File: src/rtl/sysio_pkg.sv
package sysio_pkg;

    // Architectural bit n has byte weight 1 << (7 - n).
    function automatic logic [7:0] arch_bit(input int n);
        return 8'h01 << (7 - n);
    endfunction

    localparam logic [15:0] PORT_SRESET  = 16'h0092;
    localparam logic [15:0] PORT_EQUIP   = 16'h080C;
    localparam logic [15:0] PORT_KEYLOCK = 16'h0818;
    localparam logic [15:0] PORT_SYSCTL  = 16'h081C;
    localparam logic [15:0] PORT_MAPTYPE = 16'h0850;
    localparam logic [15:0] PORT_BOARD   = 16'h0852;

    localparam int NUM_WO = 4;
    localparam logic [15:0] WO_PORTS [NUM_WO] = '{16'h0808, 16'h0810, 16'h0812, 16'h0814};

    localparam logic [7:0] SR_KEEP   = arch_bit(7);
    localparam logic [7:0] LE_REQ    = arch_bit(6);
    localparam logic [7:0] CTL_KEEP  = arch_bit(0) | arch_bit(1) | arch_bit(2) | arch_bit(3);
    localparam logic [7:0] MAP_KEEP  = arch_bit(7);
    localparam logic [7:0] MAP_RESET = MAP_KEEP;
    localparam logic [7:0] IDLE_BYTE = 8'hFF;

    typedef enum logic [2:0] {
        SEL_NONE,
        SEL_SRESET,
        SEL_EQUIP,
        SEL_KEYLOCK,
        SEL_SYSCTL,
        SEL_MAPTYPE,
        SEL_BOARD,
        SEL_WO
    } port_sel_e;

    typedef enum logic {
        ORD_NORMAL,
        ORD_FAULT
    } order_state_e;

endpackage

File: src/rtl/sysio_decode.sv
module sysio_decode
    import sysio_pkg::*;
#(
    parameter int IO_AW = 16
) (
    input  logic [IO_AW-1:0] io_addr,
    output port_sel_e        sel
);

    logic [NUM_WO-1:0] wo_hit;

    for (genvar gi = 0; gi < NUM_WO; gi++) begin : g_wo
        assign wo_hit[gi] = (io_addr == IO_AW'(WO_PORTS[gi]));
    end

    always_comb begin
        sel = SEL_NONE;
        if (|wo_hit)                             sel = SEL_WO;
        else if (io_addr == IO_AW'(PORT_SRESET))  sel = SEL_SRESET;
        else if (io_addr == IO_AW'(PORT_EQUIP))   sel = SEL_EQUIP;
        else if (io_addr == IO_AW'(PORT_KEYLOCK)) sel = SEL_KEYLOCK;
        else if (io_addr == IO_AW'(PORT_SYSCTL))  sel = SEL_SYSCTL;
        else if (io_addr == IO_AW'(PORT_MAPTYPE)) sel = SEL_MAPTYPE;
        else if (io_addr == IO_AW'(PORT_BOARD))   sel = SEL_BOARD;
    end

endmodule

File: src/rtl/sysio_regs.sv
module sysio_regs
    import sysio_pkg::*;
(
    input  logic       clk,
    input  logic       rst_n,
    input  port_sel_e  sel,
    input  logic       io_wr,
    input  logic [7:0] io_wdata,
    output logic [7:0] sreset_q,
    output logic [7:0] sysctl_q,
    output logic [7:0] map_q,
    output logic       soft_reset_o,
    output logic       noncontig_map_o,
    output logic       order_err_o
);

    order_state_e state_q, state_d;
    logic         le_write;
    logic         sr_write;

    assign le_write = io_wr && (sel == SEL_SRESET) && ((io_wdata & LE_REQ) != 8'h00);
    assign sr_write = io_wr && (sel == SEL_SRESET) && ((io_wdata & LE_REQ) == 8'h00);

    // Stored registers
    always_ff @(posedge clk or negedge rst_n) begin
        if (!rst_n) begin
            sreset_q <= 8'h00;
            sysctl_q <= 8'h00;
            map_q    <= MAP_RESET;
        end else begin
            if (sr_write)
                sreset_q <= io_wdata & SR_KEEP;
            if (io_wr && sel == SEL_SYSCTL)
                sysctl_q <= io_wdata & CTL_KEEP;
            if (io_wr && sel == SEL_MAPTYPE)
                map_q <= io_wdata & MAP_KEEP;
        end
    end

    // Byte-order fault state register
    always_ff @(posedge clk or negedge rst_n) begin
        if (!rst_n) state_q <= ORD_NORMAL;
        else        state_q <= state_d;
    end

    // Transitions: le_request (NORMAL -> FAULT), hold (FAULT -> FAULT)
    always_comb begin
        state_d = state_q;
        unique case (state_q)
            ORD_NORMAL: if (le_write) state_d = ORD_FAULT;
            ORD_FAULT:  state_d = ORD_FAULT;
        endcase
    end

    // Outputs
    always_comb begin
        order_err_o     = (state_q == ORD_FAULT);
        soft_reset_o    = |(sreset_q & SR_KEEP);
        noncontig_map_o = |(map_q & MAP_KEEP);
    end

    a_r2_sreset_follows: assert property (@(posedge clk) disable iff (!rst_n)
        sr_write |=> (soft_reset_o == $past(io_wdata[0])));

    a_r3_le_no_effect: assert property (@(posedge clk) disable iff (!rst_n)
        le_write |=> ($stable(soft_reset_o) && order_err_o));

    a_r3_err_sticky: assert property (@(posedge clk) disable iff (!rst_n)
        order_err_o |=> order_err_o);

    a_r4_ctl_mask: assert property (@(posedge clk) disable iff (!rst_n)
        (io_wr && sel == SEL_SYSCTL) |=> (sysctl_q == ($past(io_wdata) & 8'hF0)));

    a_r5_map_follows: assert property (@(posedge clk) disable iff (!rst_n)
        (io_wr && sel == SEL_MAPTYPE) |=> (noncontig_map_o == $past(io_wdata[0])));

    a_r8_wo_inert: assert property (@(posedge clk) disable iff (!rst_n)
        (io_wr && (sel == SEL_WO || sel == SEL_NONE)) |=>
            ($stable(sreset_q) && $stable(sysctl_q) && $stable(map_q) && $stable(order_err_o)));

endmodule

File: src/rtl/sysio_rdmux.sv
module sysio_rdmux
    import sysio_pkg::*;
#(
    parameter int              MEM_AW      = 32,
    parameter logic [MEM_AW-1:0] PARITY_BASE = 32'hBFFF_EFF0
) (
    input  logic              clk,
    input  logic              rst_n,
    input  port_sel_e         sel,
    input  logic              io_rd,
    input  logic [7:0]        sreset_q,
    input  logic [7:0]        sysctl_q,
    input  logic [7:0]        map_q,
    input  logic [7:0]        strap_equip,
    input  logic [7:0]        strap_board,
    output logic [7:0]        io_rdata,
    input  logic [MEM_AW-1:0] mem_addr,
    input  logic              mem_rd,
    input  logic [3:0]        mem_be,
    output logic [31:0]       mem_rdata,
    output logic              mem_ack,
    output logic              mem_err
);

    localparam int WORD_LSB = 2;

    logic parity_hit;

    assign parity_hit = mem_rd && (mem_addr[MEM_AW-1:WORD_LSB] == PARITY_BASE[MEM_AW-1:WORD_LSB]);

    always_comb begin
        io_rdata = IDLE_BYTE;
        if (io_rd) begin
            unique case (sel)
                SEL_SRESET:  io_rdata = sreset_q;
                SEL_EQUIP:   io_rdata = strap_equip;
                SEL_KEYLOCK: io_rdata = 8'h00;
                SEL_SYSCTL:  io_rdata = sysctl_q;
                SEL_MAPTYPE: io_rdata = map_q;
                SEL_BOARD:   io_rdata = strap_board;
                SEL_WO:      io_rdata = IDLE_BYTE;
                SEL_NONE:    io_rdata = IDLE_BYTE;
            endcase
        end
    end

    always_comb begin
        mem_ack   = parity_hit && (mem_be == 4'hF);
        mem_err   = parity_hit && (mem_be != 4'hF);
        mem_rdata = 32'h0000_0000;
    end

    a_r7_keylock_zero: assert property (@(posedge clk) disable iff (!rst_n)
        (io_rd && sel == SEL_KEYLOCK) |-> (io_rdata == 8'h00));

    a_r10_full_word_only: assert property (@(posedge clk) disable iff (!rst_n)
        mem_ack |-> (mem_be == 4'hF && !mem_err));

endmodule

File: src/rtl/sysio_regbank.sv
module sysio_regbank
    import sysio_pkg::*;
#(
    parameter int                IO_AW       = 16,
    parameter int                MEM_AW      = 32,
    parameter logic [MEM_AW-1:0] PARITY_BASE = 32'hBFFF_EFF0
) (
    input  logic              clk,
    input  logic              rst_n,
    input  logic [IO_AW-1:0]  io_addr,
    input  logic              io_rd,
    input  logic              io_wr,
    input  logic [7:0]        io_wdata,
    output logic [7:0]        io_rdata,
    input  logic [MEM_AW-1:0] mem_addr,
    input  logic              mem_rd,
    input  logic [3:0]        mem_be,
    output logic [31:0]       mem_rdata,
    output logic              mem_ack,
    output logic              mem_err,
    input  logic [7:0]        strap_equip,
    input  logic [7:0]        strap_board,
    output logic              soft_reset_o,
    output logic              noncontig_map_o,
    output logic              order_err_o
);

    port_sel_e  sel;
    logic [7:0] sreset_q, sysctl_q, map_q;

    sysio_decode #(.IO_AW(IO_AW)) u_decode (
        .io_addr (io_addr),
        .sel     (sel)
    );

    sysio_regs u_regs (
        .clk             (clk),
        .rst_n           (rst_n),
        .sel             (sel),
        .io_wr           (io_wr),
        .io_wdata        (io_wdata),
        .sreset_q        (sreset_q),
        .sysctl_q        (sysctl_q),
        .map_q           (map_q),
        .soft_reset_o    (soft_reset_o),
        .noncontig_map_o (noncontig_map_o),
        .order_err_o     (order_err_o)
    );

    sysio_rdmux #(.MEM_AW(MEM_AW), .PARITY_BASE(PARITY_BASE)) u_rdmux (
        .clk         (clk),
        .rst_n       (rst_n),
        .sel         (sel),
        .io_rd       (io_rd),
        .sreset_q    (sreset_q),
        .sysctl_q    (sysctl_q),
        .map_q       (map_q),
        .strap_equip (strap_equip),
        .strap_board (strap_board),
        .io_rdata    (io_rdata),
        .mem_addr    (mem_addr),
        .mem_rd      (mem_rd),
        .mem_be      (mem_be),
        .mem_rdata   (mem_rdata),
        .mem_ack     (mem_ack),
        .mem_err     (mem_err)
    );

endmodule

File: config.mk
export PLATFORM = sky130hd
export DESIGN_NAME = sysio_regbank
export DESIGN_NICKNAME = d
export VERILOG_FILES = /design/src/rtl/sysio_pkg.sv /design/src/rtl/sysio_decode.sv /design/src/rtl/sysio_regs.sv /design/src/rtl/sysio_rdmux.sv /design/src/rtl/sysio_regbank.sv
export SDC_FILE = /design/constraint.sdc
export NUM_CORES = 1
export LEC_CHECK = 0
export BUFFER_PORTS_ARGS = -buffer_cell sky130_fd_sc_hd__buf_2
export CAP_MARGIN = 20
export CORE_MARGIN = 1
export CORE_UTILIZATION = 41
export DETAILED_ROUTE_END_ITERATION = 10
export PLACE_DENSITY_LB_ADDON = 0.1
export SLEW_MARGIN = 25
export SYNTH_ARGS = -nofsm -noshare
export SYNTH_HDL_FRONTEND = slang
export SYNTH_HIERARCHICAL = 1
export SYNTH_SLANG_ARGS = --single-unit
File: constraint.sdc
create_clock -name clk -period 4 [get_ports clk]
set_input_delay 0.6 -clock clk [delete_from_list [all_inputs] [get_ports clk]]
set_output_delay 0.6 -clock clk [all_outputs]
set_load 0.05 [all_outputs]
==> impl_metrics.py, run 1 <==
metrics = {
    "placed_design": {
        "postPlaceCellArea_um2": 1710,
        "gp_congestion": 0.724,
        "hpwl_um": 2640,
        "portBuffers": 89,
        "dpl.cell_count": 309,
        "pre_cts_ws_ns": 0.460,
    },
    "timing": {
        "final.setup_skew_ns": 0,
        "rsz0062_at_grt": "no",
        "hold_slack_ns": 0.177,
        "period_needed_ns": 3.52,
        "tns_ns": 0,
        "min_period_over_period": 0.880,
        "hold_viol_final": 0,
        "setup_violations": 0,
        "slew_viol_final": 0,
        "fin_ws_ns": 0.482,
        "fmax_mhz": 284,
    },
    "clock_network": {
        "clk_pin_slew_ns": 0.05,
        "cts_sinks": 7,
        "cts_tree": "done",
        "htree_levels": 1,
        "post_cts_buffers": 0,
        "cts_buffers": 3,
        "cts-resized-gates": 0,
        "insertion_delay_ns": 0.24,
        "cts_hold_buf": 0,
        "cts_root_buf": "clkbuf_4",
        "clockBufferDepth": 2,
    },
    "yosys": {
        "synth_edf_count": 0,
        "synth_area_leaders": "buf_4, dfrtp_1, mux2_2",
        "syn_avg_cell_area_um2": 7.80,
        "synth_ff_type": "dfrtp_1",
        "ys_seq_area_frac": 0.125,
        "netlist_area_um2": 1410,
        "synth_seq_cells": 7,
        "ys_types": 42,
        "async_flop_share": 1.00,
        "synth_warnings": 6,
        "synth_top_area_frac": 0.277,
        "yosysTopAreaCell": "buf_4",
        "synthesis.instances": 181,
    },
    "setup_path": {
        "critPathKind": "in -> out",
        "startpoint": "io_addr[14]",
        "critPathCaptureType": "primary output",
        "worstPathMaxFanout": 7,
        "r2r-start": "u_regs/sreset_q[0]",
        "cp.required_ns": 3.40,
        "arrival_ns": 2.92,
        "start_kind": "input port",
    },
    "route": {
        "wire_per_inst_um": 9.64,
        "drc": 0,
        "drtAntennaViolNets": 0,
        "vias": 1383,
        "via_per_inst": 4.42,
        "drt_iter0_drc": 31,
        "drtPass1Iterations": 4,
        "wirelength_um": 3020,
    },
    "finish": {
        "fin_nets": 351,
        "fin_cells": 313,
        "multi_input_area_um2": 970,
        "drive_gt1_frac": 0.420,
        "seq_area_um2": 176,
        "finalInstanceArea_um2": 1730,
        "syn2layout_area_growth_pct": 22.8,
        "insertedDiodeCount": 0,
        "nFillCells": 331,
    },
    "global_routing": {
        "antenna_found_initial": 0,
        "grt_start_max_net_pins": 30,
        "grt_pass1_wl_um": 4710,
        "grt.overflow.total": 0,
        "grt_usage": 0.162,
        "grt_pass1_vias": 1159,
    },
    "floorplan": {
        "chipHeight_um": 60.7,
        "num_rows": 20,
        "die_area_um2": 3680,
        "start_util": 0.448,
        "die_w_um": 60.7,
        "io-pin-count": 126,
        "fp.coreArea_um2": 3150,
    },
    "outcome": {
        "run_status": "complete, no violations",
    },
    "job": {
        "cap_violations": 0,
    },
    "power_and_ir_drop": {
        "p_per_area_nw_per_um2": 149,
        "vdd_ir_drop_max_v": 0.000183,
        "leakagePower_nw": 0.872,
    },
    "worst_hold_path": {
        "min_path_type": "in -> async",
    },
}
==> through the flow <==
stage / power [mW] / util
after detailed placement: 0.198 / 0.541
after global routing: 0.274 / 0.550
after global placement: 0.197 / 0.541
final: 0.258 / 0.550
after CTS: 0.261 / 0.550
after floorplan: 0.190 / -
==> power by group <==
group	internal [mW]	switching (mW)	leakage, nW
Combinational	0.0347	0.0913	0.763
Sequential	0.0711	0.0000636	0.0942
Clock	0.0379	0.0231	0.0150
Total	0.144	0.114	0.872
==> worst max-delay path, cell delays in order <==
cell,delay [ns]
buf_2,0.09
or4_4,0.53
nor2_4,0.11
nand2_2,0.09
o41ai_4,0.49
inv_1,0.20
nor3_1,0.36
a32oi_1,0.09
nand3_1,0.10
buf_2,0.26
==> layer usage <==
metal	up-vias	wire, µm	global-route usage	part of all wire
li1	727	-	-	-
met1	599	1340	0.215	0.44
met2	57	1490	0.290	0.49
met3	0	189	0.0149	0.063
met4	0	0	0.0260	0
met5	-	0	0	0
==> layout by cell type (no fill, tap or decap), types with 6 or more instances in the layout <==
cell and n:
buf_2 89, conb_1 50, nor2_1 12, o21ai_0 10
nand3_1 8, nand4_1 7, nand2b_1 6, mux2_2 6
inv_1 6, mux2i_1 6, dfrtp_1 6
==> synthesized netlist by cell type (2+ instances only) <==
master,number
buf_6,3
nor2b_1,4
a21boi_0,2
conb_1,2
dfrtp_1,6
a21oi_1,5
mux2_2,6
o21ai_0,10
nand2_1,2
o32a_1,2
nor3_1,5
mux2i_1,6
nor2_1,12
nor3b_1,2
buf_2,3
o2111ai_1,4
and4bb_1,2
o22ai_1,2
buf_4,52
inv_1,6
and2_1,2
nand4_1,7
nand2b_1,6
nand3_1,8
nand4b_1,2
o311ai_1,2
a32oi_1,3
==> registers in the layout, indices dropped and copies added, names as in the netlist <==
| register | cells |
|---|---|
| u_regs/order_err_o | 1 |
| u_regs/sreset_q | 1 |
| u_regs/sysctl_q | 4 |
| u_regs/map_q | 1 |
==> final cells by class <==
type | instances | share of cell area
Sequential cell | 7 | 0.102
Clock buffer | 4 | 0.0152
Timing Repair Buffer | 94 | 0.279
Tap cell | 44 | 0.0318
Inverter | 6 | 0.0130
Multi-Input combinational cell | 158 | 0.560
==> final timing paths <==
| kind | end | slack, ns | cells past startpoint |
|---|---|---|---|
| setup reg to reg | u_regs/sreset_q[0] | 3.23 | 1 |
| setup / recovery | io_rdata[0] | 0.48 | 10 |
| min in group clk | u_regs/order_err_o | 0.46 | 1 |
| hold reg to reg | u_regs/order_err_o | 0.46 | 1 |
| max in group asynchronous | u_regs/map_q[0] | 3.59 | 1 |
| hold / removal | u_regs/sysctl_q[6] | 0.18 | 1 |
==> kinds of logic (layout without fill, tap and decap cells) <==
kind of cell    after synthesis  after routing  share of synthesized area
buf+inv                      64            104                      0.327
flops                         7              7                      0.125
other cells                   2             50                    0.00532
mux                          13             13                      0.101
compound gates               34             34                      0.170
simple gates                 60             60                      0.265
xor+xnor                      1              1                    0.00621
(Power assumes the default switching activity.)
==> run 2: changes to the inputs <==
- RECOVER_POWER: default -> 25
==> run 2 against run 1 <==
Utilization barely moved. Non-clock buffer count did not move. Critical path type unchanged. Design area barely moved.
==> impl_metrics.py, run 2 (synthesis gave the netlist of run 1 again) <==
metrics = {
    "placed_design": {
        "dpl.cell_count": 309,
        "gp_congestion": 0.724,
        "hpwl_um": 2640,
        "portBuffers": 89,
    },
    "clock_network": {
        "post_cts_buffers": 0,
        "cts_buffers": 3,
        "cts_sinks": 7,
        "cts_root_buf": "clkbuf_4",
        "htree_levels": 1,
        "cts_tree": "done",
        "cts-resized-gates": 0,
        "clockBufferDepth": 2,
        "insertion_delay_ns": 0.24,
        "cts_hold_buf": 0,
        "clk_pin_slew_ns": 0.05,
    },
    "setup_path": {
        "worstPathMaxFanout": 7,
        "path_cells": "buf_2, or4_4, nor2_4, nand2_2, o41ai_4, inv_1, nor3_1, a32oi_1, nand3_1, buf_2",
        "worstPathBufferInverterCount": 3,
        "start_kind": "input port",
        "critPathKind": "in -> out",
        "arrival_ns": 2.92,
        "cp_common_cell": "buf_2",
        "cp_slowest_stage_delay_ns": 0.53,
        "path_delay_family": "simple AND/OR/NAND/NOR gates",
        "cp.required_ns": 3.40,
        "crit_slowest_cell": "or4_4",
        "critPathCaptureType": "primary output",
    },
    "finish": {
        "top_register": "u_regs/sysctl_q",
        "multi_input_area_um2": 970,
        "fin_nets": 351,
        "layout_commonest_cell": "buf_2",
        "syn2layout_area_growth_pct": 22.7,
        "final_cell_mix": "buf_2, conb_1, nor2_1, o21ai_0, nand3_1",
        "seq_area_um2": 176,
        "drive_gt1_frac": 0.416,
        "insertedDiodeCount": 0,
        "nFillCells": 332,
        "largest_reg_flops": 4,
        "fin_cells": 313,
    },
    "global_routing": {
        "grt_usage": 0.162,
        "grt.overflow.total": 0,
        "antenna_found_initial": 0,
        "grt_pass1_wl_um": 4710,
        "grt_start_max_net_pins": 30,
        "grt_pass1_vias": 1159,
    },
    "timing": {
        "final.setup_skew_ns": 0,
        "rsz0062_at_grt": "no",
        "setup_violations": 0,
        "min_period_over_period": 0.880,
        "hold_viol_final": 0,
        "fmax_mhz": 284,
        "slew_viol_final": 0,
        "period_needed_ns": 3.52,
        "tns_ns": 0,
    },
    "worst_hold_path": {
        "min_path_type": "in -> async",
    },
    "power_and_ir_drop": {
        "vdd_ir_drop_max_v": 0.000183,
        "leakagePower_nw": 0.869,
        "p_per_area_nw_per_um2": 149,
    },
    "outcome": {
        "run_status": "complete, no violations",
    },
    "floorplan": {
        "chipHeight_um": 60.7,
        "io-pin-count": 126,
        "start_util": 0.448,
        "die_area_um2": 3680,
        "fp.coreArea_um2": 3150,
        "die_w_um": 60.7,
        "num_rows": 20,
    },
    "route": {
        "drt_iter0_drc": 31,
        "drtAntennaViolNets": 0,
        "drtPass1Iterations": 4,
        "wirelength_um": 3020,
        "vias": 1383,
        "drc": 0,
        "wire_per_inst_um": 9.64,
        "via_per_inst": 4.42,
    },
    "job": {
        "cap_violations": 0,
    },
}
[run 2: cell types whose count changed in the layout (fill, tap and decap cells not counted)]
cell | before | now
buf_2 | 89 | 88
clkbuf_1 | 1 | 2
[run 2: path summary, 6_finish.rpt]
check	depth (start not counted)	end	start	slack (ns)
worst max-delay path	10	io_rdata[0]	io_addr[14]	0.48
worst min register to register	1	u_regs/order_err_o	u_regs/order_err_o	0.46
min in group clk	1	u_regs/order_err_o	u_regs/order_err_o	0.46
worst min-delay path	1	u_regs/sysctl_q[6]	rst_n	0.24
max in group asynchronous	1	u_regs/map_q[0]	rst_n	3.45
worst max register to register	1	u_regs/sreset_q[0]	u_regs/sreset_q[0]	3.23
[run 2: metal layers]
layer	share of wire	track usage	vias to the layer above
met1	0.44	0.215	599
met2	0.49	0.290	57
met4	0	0.0260	0
met5	0	0	-
met3	0.063	0.0149	0
li1	-	-	727
[run 2: cell type report]
type / instances / area share
Multi-Input combinational cell: 158 / 0.560
Timing Repair Buffer: 94 / 0.278
Sequential cell: 7 / 0.102
Tap cell: 44 / 0.0318
Clock buffer: 4 / 0.0152
Inverter: 6 / 0.0130
[run 2: report_power, final]
part           switching [mW]  internal (mW)
combinational          0.0913         0.0346
clock                  0.0231         0.0379
sequential          0.0000636         0.0711
[run 2: per-stage QoR]
step                power, mW   util  area [µm²]  hold WS (ns)  setup WS (ns)
floorplan               0.190      -        1590         0.304          0.605
global placement        0.197  0.541        1710         0.441          0.460
detailed placement      0.198  0.541        1710         0.441          0.460
CTS                     0.261  0.550        1730         0.177          0.457
global route            0.274  0.549        1730         0.269          0.280
finish                  0.258  0.549        1730         0.238          0.482
==> run 3: changes to the inputs <==
- ABC_AREA: default -> 1
- CORE_UTILIZATION: 41 -> 44
==> run 3 against run 2 <==
Register-to-register slack improved by 0.06 ns. Hold slack improved by 0.047 ns. Largest cell class unchanged. First-iteration DRC count increased by 130%. Clock power increased by 60%. Synthesized cell count increased by 66%. Sequential power about the same. Final cell count increased by 39%. Die area increased by 10%. Critical path type unchanged.
==> impl_metrics.py, run 3 <==
metrics = {
    "placed_design": {
        "hpwl_um": 3190,
        "portBuffers": 89,
        "gp_congestion": 0.782,
        "pre_cts_ws_ns": 0.805,
        "postPlaceCellArea_um2": 1940,
    },
    "finish": {
        "insertedDiodeCount": 0,
        "finalInstanceArea_um2": 1990,
        "fin_nets": 470,
        "nFillCells": 422,
        "seq_area_um2": 176,
        "drive_gt1_frac": 0.278,
        "syn2layout_area_growth_pct": 18.8,
        "largest_reg_flops": 4,
        "final_cell_mix": "buf_2, nand2_1, conb_1, nor2_1, inv_1",
        "layout_commonest_cell": "buf_2",
        "multi_input_area_um2": 1100,
        "top_register": "u_regs/sysctl_q",
    },
    "setup_path": {
        "crit_slowest_cell": "nand2_1",
        "cp.required_ns": 3.40,
        "r2r_cells": 2,
        "start_kind": "input port",
        "path_delay_family": "simple AND/OR/NAND/NOR gates",
        "path_cells": "buf_2, nor2_1, nand2_1, nor2_4, nand3_1, nand2_1, inv_1, nand2_1, inv_1, nand3_1, nor2_1, nor2_1, nand3b_1, buf_2",
        "critPathKind": "in -> out",
        "cp_num_cells": 14,
        "worstPathBufferInverterCount": 4,
        "critPathCaptureType": "primary output",
        "arrival_ns": 2.60,
        "cp_slowest_stage_delay_ns": 0.36,
        "worstPathMaxFanout": 13,
    },
    "timing": {
        "rsz0062_at_grt": "no",
        "slew_viol_final": 0,
        "hold_viol_final": 0,
        "setup_violations": 0,
        "fin_ws_ns": 0.799,
        "min_period_over_period": 0.800,
        "period_needed_ns": 3.20,
        "final.setup_skew_ns": 0,
        "tns_ns": 0,
        "fmax_mhz": 312,
    },
    "clock_network": {
        "cts_sinks": 7,
        "clockBufferDepth": 2,
        "htree_levels": 1,
        "cts_root_buf": "clkbuf_8",
        "cts_buffers": 3,
        "cts-resized-gates": 0,
        "clk_pin_slew_ns": 0.04,
        "cts_hold_buf": 0,
        "cts_tree": "done",
        "insertion_delay_ns": 0.22,
        "post_cts_buffers": 0,
    },
    "floorplan": {
        "chipHeight_um": 63.7,
        "die_w_um": 63.7,
        "num_rows": 22,
        "io-pin-count": 126,
        "die_area_um2": 4050,
        "fp.coreArea_um2": 3660,
        "start_util": 0.457,
    },
    "global_routing": {
        "grt_usage": 0.195,
        "grt_pass1_wl_um": 6600,
        "grt.overflow.total": 0,
        "antenna_found_initial": 0,
        "grt_pass1_vias": 1626,
        "grt_start_max_net_pins": 23,
    },
    "route": {
        "wire_per_inst_um": 8.64,
        "wl_met3_um": 146,
        "via_per_inst": 4.17,
        "drtAntennaViolNets": 0,
        "vias": 1818,
        "topRoutingLayerUsed": "met3",
        "drtPass1Iterations": 4,
        "wirelength_um": 3770,
        "drc": 0,
        "drt_iter0_drc": 72,
        "wl_met2_um": 1840,
        "wl_met1_um": 1780,
    },
    "power_and_ir_drop": {
        "p_per_area_nw_per_um2": 149,
        "leakagePower_nw": 1.20,
        "vdd_ir_drop_max_v": 0.000146,
        "p_total_uw": 297,
    },
    "yosys": {
        "synth_warnings": 6,
        "yosysTopAreaCell": "buf_4",
        "yosysMostFrequentCell": "nand2_1",
        "syn_avg_cell_area_um2": 5.56,
        "synth_top_area_frac": 0.233,
        "synth_edf_count": 0,
        "synth_area_leaders": "buf_4, nand2_1, nor2_1",
        "yosys-top-cells-count": "nand2_1, buf_4, nor2_1",
        "ys_types": 21,
        "synthesis.instances": 301,
        "netlist_area_um2": 1670,
        "ys_seq_area_frac": 0.105,
        "synth_ff_type": "dfrtp_1",
        "synth_seq_cells": 7,
        "async_flop_share": 1.00,
    },
    "outcome": {
        "run_status": "complete, no violations",
    },
    "job": {
        "cap_violations": 0,
    },
    "worst_hold_path": {
        "min_path_type": "in -> async",
    },
}
## run 3: cell types whose count changed after synthesis, moves of 10 or more
cell | before | now
nand2_1 | 2 | 83
nor2_1 | 12 | 49
inv_1 | 6 | 32
nand3_1 | 8 | 31
nand4_1 | 7 | 19
o21ai_0 | 10 | 0
## run 3: cell families (layout without fill, tap and decap cells)
logic type	Yosys count	count (layout)	share of synthesized area
and+or+nand+nor	197	197	0.530
DFF	7	7	0.105
buffers and inverters	92	131	0.343
other	2	50	0.00449
AOI/OAI and AO/OA	3	3	0.0172
## run 3: cell type report
cell class	count	share of cell area
clock buffer	4	0.0227
inverter	34	0.0649
multi-input combinational	250	0.555
sequential	7	0.0888
tap	48	0.0302
timing repair buffer	93	0.239
## run 3: final timing paths
| path | start | to | slack (ns) |
|---|---|---|---|
| hold / removal | rst_n | u_regs/order_err_o | 0.28 |
| setup reg to reg | u_regs/map_q[0] | u_regs/map_q[0] | 3.29 |
| setup / recovery | io_addr[15] | io_rdata[0] | 0.80 |
| max in group asynchronous | rst_n | u_regs/map_q[0] | 3.39 |
| hold reg to reg | u_regs/sysctl_q[4] | u_regs/sysctl_q[4] | 0.47 |
| min in group clk | u_regs/sysctl_q[4] | u_regs/sysctl_q[4] | 0.47 |
## run 3: report_power, final
group          internal (mW)  switching (mW)  leakage (nW)
clock network         0.0688          0.0288        0.0228
registers             0.0713       0.0000761        0.0942
logic                 0.0338          0.0942          1.08
## run 3: metrics by stage
stage	hold slack, ns	std cells	util
floorplan	0.304	349	-
global placement	0.443	432	0.531
detailed placement	0.446	432	0.531
CTS	0.207	436	0.543
global route	0.310	436	0.543
finish	0.285	436	0.543
## run 3: layer usage
| layer | up-vias | global-route usage |
|---|---|---|
| met5 | - | 0 |
| met4 | 0 | 0.0426 |
| met3 | 0 | 0.0163 |
| met2 | 53 | 0.358 |
| met1 | 748 | 0.243 |
| li1 | 1017 | - |
